### config.mk
export PLATFORM = sky130hd
export DESIGN_NAME = hs_clock_monitor
export DESIGN_NICKNAME = d
export VERILOG_FILES = /design/src/rtl/clkmon_pkg.sv /design/src/rtl/clkmon_edge_sync.sv /design/src/rtl/clkmon_ctrl.sv /design/src/rtl/clkmon_detect.sv /design/src/rtl/hs_clock_monitor.sv
export SDC_FILE = /design/constraint.sdc
export NUM_CORES = 1
export LEC_CHECK = 0
export BUFFER_PORTS_ARGS = -buffer_cell sky130_fd_sc_hd__clkbuf_2
export CAP_MARGIN = 20
export CORE_UTILIZATION = 54
export CTS_BUF_LIST = sky130_fd_sc_hd__clkbuf_4 sky130_fd_sc_hd__clkbuf_8
export CTS_CLUSTER_SIZE = 40
export DETAILED_ROUTE_END_ITERATION = 8
export HOLD_SLACK_MARGIN = 0.03
export PLACE_DENSITY = 0.87
export SLEW_MARGIN = 20
export SYNTH_ARGS = -nofsm -noshare
export SYNTH_HDL_FRONTEND = slang
export SYNTH_SLANG_ARGS = --single-unit
### constraint.sdc
create_clock -name clk -period 2.3 [get_ports clk]
set_input_delay 0.46 -clock clk [delete_from_list [all_inputs] [get_ports clk]]
set_output_delay 0.46 -clock clk [all_outputs]
set_load 0.1 [all_outputs]
### src/rtl/clkmon_pkg.sv
// Package: shared types for the high-speed clock loss monitor.
// Assumes: nothing beyond IEEE 1800-2017.
package clkmon_pkg;

    // Power/oscillator state of the monitored clock.
    typedef enum logic [1:0] {
        ST_STAB    = 2'd0,  // oscillator settling, monitoring off
        ST_RUN     = 2'd1,  // oscillator stable, monitoring allowed
        ST_STANDBY = 2'd2,  // device in standby, monitoring off
        ST_OSC_OFF = 2'd3   // oscillator stopped by software
    } mon_state_e;

endpackage

### src/rtl/clkmon_edge_sync.sv
// Module: clkmon_edge_sync
// Brings the monitored clock into the internal oscillator domain through a
// STAGES-deep flop chain and flags each rising edge for one cycle.
// Assumes: the monitored signal toggles no faster than half of clk.
module clkmon_edge_sync #(
    parameter int STAGES = 2
) (
    input  logic clk,
    input  logic rst_n,
    input  logic async_i,
    output logic rise_o
);

    logic [STAGES:0] chain_q;

    // Shift the raw input through the synchronizer and one history flop.
    always_ff @(posedge clk) begin
        if (!rst_n) begin
            chain_q <= '0;
        end else begin
            chain_q <= {chain_q[STAGES-1:0], async_i};
        end
    end

    assign rise_o = chain_q[STAGES-1] & ~chain_q[STAGES];

endmodule

### src/rtl/clkmon_ctrl.sv
// Module: clkmon_ctrl
// Write-once enable bit, the power/oscillator state machine and the
// settling counter. The settling counter counts synchronized edges of the
// monitored clock and ends at 2^(STAB_BASE + sel).
// Assumes: stop_i takes priority over the oscillator stop in every state.
module clkmon_ctrl
    import clkmon_pkg::*;
#(
    parameter int SEL_W     = 3,
    parameter int STAB_BASE = 2
) (
    input  logic             clk,
    input  logic             rst_n,
    input  logic             en_wr_i,
    input  logic             en_data_i,
    input  logic             stop_i,
    input  logic             wake_i,
    input  logic             cpu_src_i,
    input  logic             osc_stop_int_i,
    input  logic             osc_stop_sub_i,
    input  logic [SEL_W-1:0] sel_i,
    input  logic             edge_i,
    output logic             active_o
);

    localparam int STAB_W = STAB_BASE + (1 << SEL_W) + 1;

    mon_state_e        state_q, state_d;
    logic              en_q;
    logic              osc_off;
    logic [STAB_W-1:0] stab_cnt_q;
    logic [STAB_W-1:0] stab_tc;
    logic              stab_last;

    // Pick the software stop bit that belongs to the current CPU clock source.
    always_comb osc_off = cpu_src_i ? osc_stop_sub_i : osc_stop_int_i;

    // Terminal count of the settling interval from the select value.
    always_comb begin
        stab_tc   = STAB_W'(1) << (STAB_W'(STAB_BASE) + STAB_W'(sel_i));
        stab_last = (stab_cnt_q == stab_tc - STAB_W'(1));
    end

    // Enable bit: set by a write of one, cleared only by reset.
    always_ff @(posedge clk) begin
        if (!rst_n) begin
            en_q <= 1'b0;
        end else if (en_wr_i && en_data_i) begin
            en_q <= 1'b1;
        end
    end

    // Next-state decision of the power/oscillator machine.
    always_comb begin
        state_d = state_q;
        case (state_q)
            ST_RUN: begin
                if (stop_i)       state_d = ST_STANDBY;
                else if (osc_off) state_d = ST_OSC_OFF;
            end
            ST_STANDBY: begin
                if (wake_i)       state_d = ST_STAB;
            end
            ST_OSC_OFF: begin
                if (stop_i)       state_d = ST_STANDBY;
                else if (!osc_off) state_d = ST_STAB;
            end
            ST_STAB: begin
                if (stop_i)                  state_d = ST_STANDBY;
                else if (osc_off)            state_d = ST_OSC_OFF;
                else if (edge_i && stab_last) state_d = ST_RUN;
            end
            default: state_d = ST_STAB;
        endcase
    end

    // State register; reset assumes the oscillator is just starting.
    always_ff @(posedge clk) begin
        if (!rst_n) begin
            state_q <= ST_STAB;
        end else begin
            state_q <= state_d;
        end
    end

    // Settling counter: counts edges only while settling continues.
    always_ff @(posedge clk) begin
        if (!rst_n) begin
            stab_cnt_q <= '0;
        end else if (state_q != ST_STAB || state_d != ST_STAB) begin
            stab_cnt_q <= '0;
        end else if (edge_i) begin
            stab_cnt_q <= stab_cnt_q + STAB_W'(1);
        end
    end

    assign active_o = en_q && (state_q == ST_RUN);


    enable_sticky_chk: assert property (@(posedge clk) disable iff (!rst_n)
        $past(en_q) |-> en_q);


    stop_drops_active_chk: assert property (@(posedge clk) disable iff (!rst_n)
        (state_q == ST_RUN && stop_i) |=> !active_o);


    run_only_after_stab_chk: assert property (@(posedge clk) disable iff (!rst_n)
        (state_q == ST_RUN && $past(state_q) != ST_RUN) |-> $past(state_q) == ST_STAB);


    osc_off_blocks_run_chk: assert property (@(posedge clk) disable iff (!rst_n)
        (osc_off && state_q != ST_STANDBY) |=> state_q != ST_RUN);


    standby_blocks_run_chk: assert property (@(posedge clk) disable iff (!rst_n)
        (state_q == ST_STANDBY) |=> state_q != ST_RUN);

endmodule

### src/rtl/clkmon_detect.sv
// Module: clkmon_detect
// Loss detector: a counter on the internal clock restarts on each detected
// edge of the monitored clock and raises a one-cycle fault after LIMIT idle
// cycles while monitoring is active. It then restarts to repeat the fault.
// Assumes: LIMIT is at least 2.
module clkmon_detect #(
    parameter int LIMIT = 16
) (
    input  logic clk,
    input  logic rst_n,
    input  logic active_i,
    input  logic edge_i,
    output logic fault_o
);

    localparam int CNT_W = $clog2(LIMIT + 1);

    logic [CNT_W-1:0] idle_q;

    // Count idle cycles and flag the terminal one as a fault.
    always_ff @(posedge clk) begin
        if (!rst_n) begin
            idle_q  <= '0;
            fault_o <= 1'b0;
        end else begin
            fault_o <= 1'b0;
            if (!active_i || edge_i) begin
                idle_q <= '0;
            end else if (idle_q == CNT_W'(LIMIT - 1)) begin
                idle_q  <= '0;
                fault_o <= 1'b1;
            end else begin
                idle_q <= idle_q + CNT_W'(1);
            end
        end
    end


    fault_one_cycle_chk: assert property (@(posedge clk) disable iff (!rst_n)
        fault_o |=> !fault_o);


    fault_needs_active_chk: assert property (@(posedge clk) disable iff (!rst_n)
        fault_o |-> $past(active_i));

endmodule

### src/rtl/hs_clock_monitor.sv
// Module: hs_clock_monitor (top)
// Ties together the synchronizer, the control machine and the detector.
// Assumes: hs_clk toggles no faster than half of clk; reset is synchronous.
module hs_clock_monitor #(
    parameter int SEL_W     = 3,
    parameter int STAB_BASE = 2,
    parameter int LIMIT     = 16,
    parameter int SYNC_LEN  = 2
) (
    input  logic             clk,
    input  logic             rst_n,
    input  logic             hs_clk,
    input  logic             en_wr,
    input  logic             en_data,
    input  logic             stop_req,
    input  logic             wake,
    input  logic             cpu_src,
    input  logic             osc_stop_int,
    input  logic             osc_stop_sub,
    input  logic [SEL_W-1:0] stab_sel,
    output logic             mon_active,
    output logic             fault_req
);

    logic hs_rise;

    clkmon_edge_sync #(.STAGES(SYNC_LEN)) u_sync (
        .clk     (clk),
        .rst_n   (rst_n),
        .async_i (hs_clk),
        .rise_o  (hs_rise)
    );

    clkmon_ctrl #(.SEL_W(SEL_W), .STAB_BASE(STAB_BASE)) u_ctrl (
        .clk            (clk),
        .rst_n          (rst_n),
        .en_wr_i        (en_wr),
        .en_data_i      (en_data),
        .stop_i         (stop_req),
        .wake_i         (wake),
        .cpu_src_i      (cpu_src),
        .osc_stop_int_i (osc_stop_int),
        .osc_stop_sub_i (osc_stop_sub),
        .sel_i          (stab_sel),
        .edge_i         (hs_rise),
        .active_o       (mon_active)
    );

    clkmon_detect #(.LIMIT(LIMIT)) u_det (
        .clk      (clk),
        .rst_n    (rst_n),
        .active_i (mon_active),
        .edge_i   (hs_rise),
        .fault_o  (fault_req)
    );


    quiet_after_reset_chk: assert property (@(posedge clk)
        !$past(rst_n) |-> (!mon_active && !fault_req));

endmodule

# Word level (Yosys, flattened, before mapping)
# Cells that the tools add are included.
[word_totals]
out_inout_bits = 2
rom_bits = 0
latch_bits = 0
input_bits = 13
ram_bits = 0
memories = 0
reg_bits = 23
[op_classes]
n_reduce_logical = 12
n_shift = 1
multipliers = 0
order_cmp = 0
div = 0
n_eq_ne = 5
n_mux = 11
bitwise = 3
add_sub_neg = 4
[op_table]
columns = ["cell", "count"]
rows = [
  ["$mux W2", 8],
  ["$add A11 B1 Y11 const B", 1],
  ["$eq A11 B11 Y1", 1],
  ["$shl A1 B11 Y11 const A", 1],
  ["$sub A11 B1 Y11 const B", 1],
  ["$pmux W2 S4", 1],
  ["$add A5 B1 Y5 const B", 1],
  ["$eq A5 B4 Y1 const B", 1],
  ["$add A2 B3 Y4 const A", 1],
  ["$eq A2 B2 Y1 const B", 2],
  ["$reduce_bool A2 Y1", 2],
  ["$reduce_or A2 Y1", 2],
  ["$logic_and A1 B1 Y1", 3],
  ["$reduce_or A3 Y1", 1],
  ["$eq A2 B1 Y1 const B", 1],
  ["$logic_not A2 Y1", 1],
  ["$logic_or A1 B1 Y1", 2],
  ["$mux W1", 2],
  ["$not A1 Y1", 2],
  ["$and A1 B1 Y1", 1],
  ["$logic_not A1 Y1", 1],
]

# Depth between registers and ports, before layout
[logic_depth]
word_depth = 12
mapped_depth = 9
mapped_depth_nobuf = 8

# Modules after synthesis
# From an unflattened synthesis, not the netlist that was laid out.
[unflattened]
cells_unflattened = 142
hier_area_um2 = 1388.8
[by_module_without_submodules]
columns = ["mod", "seq_area_each_um2", "area_each_um2", "cells_each", "instances"]
rows = [
  ["clkmon_ctrl", 280.3, 1073.5, 113, 1],
  ["clkmon_detect", 120.1, 222.7, 22, 1],
  ["clkmon_edge_sync", 60.1, 92.6, 7, 1],
]

# Worst setup path after synthesis
# OpenSTA, ideal clock, no wires.
[synth_path]
path_type = "in2reg"
from = "input stab_sel[1]"
to = "register u_ctrl.stab_cnt_q[0]"
arrival_ns = 2.301
required_ns = 2.185
path_slack_ns = -0.116
n_path_buf = 1
stages = 9
cell_sequence = "inv_1 > ha_1 > and4bb_1 > xnor2_1 > or4_1 > a211o_1 > o31ai_2 > buf_6 > nor2_1"
[synth_via]
elab_chain_cells = 12
[synth_rtl]
columns = ["item", "line_no", "source"]
rows = [
  ["start, declared", "hs_clock_monitor.sv:20", "input logic [SEL_W-1:0] stab_sel,"],
  ["$add A2 B3 Y4", "clkmon_ctrl.sv:40", "stab_tc = STAB_W'(1) << (STAB_W'(STAB_BASE) + STAB_W'(sel_i));"],
  ["$shl A1 B11 Y11", "clkmon_ctrl.sv:40", ""],
  ["$sub A11 B1 Y11", "clkmon_ctrl.sv:41", "stab_last = (stab_cnt_q == stab_tc - STAB_W'(1));"],
  ["$eq A11 B11 Y1", "clkmon_ctrl.sv:41", ""],
  ["$logic_and A1 B1 Y1", "clkmon_ctrl.sv:71", "else if (edge_i && stab_last) state_d = ST_RUN;"],
  ["$mux W2", "clkmon_ctrl.sv:71", ""],
  ["$mux W2", "clkmon_ctrl.sv:70", "else if (osc_off) state_d = ST_OSC_OFF;"],
  ["$mux W2", "clkmon_ctrl.sv:69", "if (stop_i) state_d = ST_STANDBY;"],
  ["$pmux W2 S4", "clkmon_ctrl.sv:56", "case (state_q)"],
  ["$reduce_bool A2 Y1", "clkmon_ctrl.sv:90", "end else if (state_q != ST_STAB || state_d != ST_STAB) begin"],
  ["$logic_or A1 B1 Y1", "clkmon_ctrl.sv:90", ""],
  ["$reduce_or A2 Y1 (no source line)", "n/a", ""],
  ["end signal, assigned", "clkmon_ctrl.sv:93", "stab_cnt_q <= stab_cnt_q + STAB_W'(1);"],
  ["end, declared", "clkmon_ctrl.sv:31", "logic [STAB_W-1:0] stab_cnt_q;"],
]
# Every way passes these cells.
# A chain may end at the register's enable or synchronous reset.

# Worst setup path in the final report
# Ends and elaborated chain as after synthesis.

==> results.sh <==
export IMPL_p_clk_share_pct=26.9
export IMPL_cp_start_kind="input port"
export IMPL_fin_area_um2=1520
export IMPL_p_int_w=0.000541
export IMPL_slowest_stage="or4_1"
export IMPL_clock_latency_ns=0.30
export IMPL_synth_area_top_cells="dfxtp_1 36%, ha_1 11%, xor2_1 9.0%"
export IMPL_fin_cells=197
export IMPL_clock_fmax_ghz=0.423
export IMPL_initial_core_util_pct=57.3
export IMPL_yosysMostFrequentCell="dfxtp_1"
export IMPL_avgSynthCellArea_um2=9.05
export IMPL_ant_nets=0
export IMPL_cts_max_path_buffers=2
export IMPL_worst_path_max_fanout=5
export IMPL_syn_inst=140
export IMPL_yosys_warnings=0
export IMPL_io_pins=15
export IMPL_grt_usage_pct=21.7
export IMPL_die_area_um2=2540
export IMPL_clockRootBuffer="clkbuf_4"
export IMPL_hold_ws_ns=0.319
export IMPL_finalSetupViolCount=11
export IMPL_power_density_nw_per_um2=467
export IMPL_drive_gt1_share_pct=24.3
export IMPL_power_switching_w=0.000169
export IMPL_area_delta_synth_final_pct=19.9
export IMPL_yosysTopAreaCell="dfxtp_1"
export IMPL_synth_seq_cells=23
export IMPL_fp_dieW_um=50.4
export IMPL_setup_slack_ns=-0.0654
export IMPL_hold_buffers=0
export IMPL_power_w=0.000710
export IMPL_place_congestion=0.906
export IMPL_synth_common_cells="23 x dfxtp_1, 22 x nor2_1, 13 x xor2_1, 11 x ha_1, 10 x xnor2_1"
export IMPL_row_count=17
export IMPL_port_buffers=14
export IMPL_leakage_nw=0.627
export IMPL_worstPathArrival_ns=2.57
export IMPL_placed_cell_area_um2=1440
export IMPL_sequentialPowerShare_pct=57.7
export IMPL_finalCoreUtilization_pct=68.7
export IMPL_drt_pass1_iter_count=6
export IMPL_ir_drop_v=0.000343
export IMPL_wl_per_cell_um=12.7
export IMPL_violations="setup timing"
export IMPL_ys_seq_area_share_pct=36.3
export IMPL_cp_buffers_inverters=3
export IMPL_synth_async_reset_ratio_pct=0
export IMPL_ys_flop_type="dfxtp_1"
export IMPL_avgViaCountPerCell=5.47
export IMPL_synth_enable_flop_cells=0
export IMPL_gr_total_overflow=0
export IMPL_yosysTopAreaCellShare_pct=36.3
export IMPL_hold_viol_final=0
export IMPL_crit_family="simple AND/OR/NAND/NOR gates"
export IMPL_route_vias_total=1077
export IMPL_dp_cells=189
export IMPL_fillCellCount=163
export IMPL_fin_crit_ns=2.37
export IMPL_clk_pin_slew_ns=0.12
export IMPL_finalClockSkew_ns=0.00398
export IMPL_cpPeakStageDelay_ns=0.39
export IMPL_crit_chain="buf_8, clkinvlp_4, ha_4, and4bb_1, xnor2_1, or4_1, a211o_1, o31ai_2, buf_2, nor2_1"
export IMPL_ys_types=35
export IMPL_antenna_found_initial=0
export IMPL_antenna_cells=0
export IMPL_sw_frac_of_total_pct=23.8
export IMPL_rsz0062_at_grt="true"
export IMPL_critPathKind="input port to flip-flop"
export IMPL_cts_tree="done"
export IMPL_routed_wl_um=2500
export IMPL_worstMarginPinSlew_ns=0.537
export IMPL_netlist_area_um2=1270
export IMPL_slew_limit_headroom_pct=64.4
export IMPL_grt_pass1_wl_um=4240
export IMPL_drv_slew=0
export IMPL_cap_violations=0
export IMPL_dieHeight_um=50.4
export IMPL_outcome="finished with violations"
export IMPL_grt_max_degree=13
export IMPL_clock_sinks=23
export IMPL_htree_num_levels=1
export IMPL_period_share_pct=103
export IMPL_core_um2=2210
export IMPL_cts_buffers=3
export IMPL_combPwrFrac_pct=15.4
export IMPL_endpoint_kind="flip-flop"
export IMPL_drt_iter0_markers=29
export IMPL_first_global_vias=1092
export IMPL_nNetsFinal=194
export IMPL_synth_nets=164
export IMPL_hp_class="input port to flip-flop"
export IMPL_route_detailed_drc=0
export IMPL_cp_required_ns=2.50
export IMPL_dp_hpwl_um=1910
registers in the layout, summed over array words and instances, names as in the netlist:
| name | cells |
|---|---|
| u_ctrl.stab_cnt_q | 11 |
| u_det.idle_q | 5 |
| u_sync.chain_q | 3 |
| u_ctrl.state_q | 2 |
| u_ctrl.en_q | 1 |
| u_det.fault_o | 1 |
layout by cell type, fill, tap and decap left out, types with 2 or more instances in the layout:
cell type  netlist  layout
a21oi_1          3       3
and2_1           3       3
and3_1           3       3
buf_4            1      13
clkbuf_2         0      13
clkbuf_4         0       4
dfxtp_1         23      23
ha_1            11       9
inv_1            6       4
mux2i_1          2       2
nand2_1          8       8
nand2b_1         2       2
nand3_1          7       7
nor2_1          22      21
nor2b_1          2       2
nor3_1           4       4
or4_1            2       2
xnor2_1         10       9
xor2_1          13      13
cell type report:
cell class / instances / area [µm²] / share of cell area (%)
Tap cell: 28 / 35.0 / 2.30
Timing Repair Buffer: 28 / 183 / 12.0
Clock buffer: 4 / 30.0 / 1.98
Multi-Input combinational cell: 108 / 786 / 51.7
Inverter: 6 / 26.3 / 1.73
Sequential cell: 23 / 460 / 30.3
power groups by stage:
stage	Sequential, W	Combinational, W	Clock [W]
6_report	0.000409	0.000110	0.000191
3_3_place_gp	0.000417	0.0000943	0
4_1_cts	0.000409	0.000101	0.000196
5_1_grt	0.000410	0.000121	0.000215
3_5_place_dp	0.000418	0.000100	0
2_1_floorplan	0.000416	0.0000624	0
what timing repair did:
item,in CTS,in global routing
buffers inserted,0,3
gates resized for setup,0,10
endpoints found under the setup margin,0,12
per-layer routing:
layer  up-vias  part of all wire (%)  GRT usage, %
li1        529                     -             -
met4         0                   1.5          3.70
met2        30                    52          42.4
met5         -                     0             0
met1       514                    42          22.9
met3         4                   4.6          6.06
stage by stage:
step                setup slack [ns]  TNS, ns
CTS                           0.0257        0
floorplan                    -0.0530   -0.527
finish                       -0.0654   -0.617
global placement              -0.229    -2.66
detailed placement            -0.309    -3.57
global route                  -0.122    -1.15
cell families after synthesis:
group | synth area share [%]
adders and majority gates | 10.9
buffers and inverters | 3.65
muxes | 2.47
and+or+nand+nor | 25.5
AOI/OAI and AO/OA | 5.33
DFF | 36.3
xor gates and xnor gates | 15.9
worst paths after layout:
kind | start | to | slack (ns) | cells after the start
hold reg to reg | u_det.idle_q[0] | u_det.idle_q[0] | 0.46 | 1
setup reg to reg | u_ctrl.stab_cnt_q[0] | u_ctrl.stab_cnt_q[0] | 0.14 | 7
setup / recovery | stab_sel[1] | u_ctrl.stab_cnt_q[0] | -0.07 | 10
hold / removal | wake | u_ctrl.state_q[1] | 0.32 | 2
Note: power is estimated with default switching activity, not from simulation.
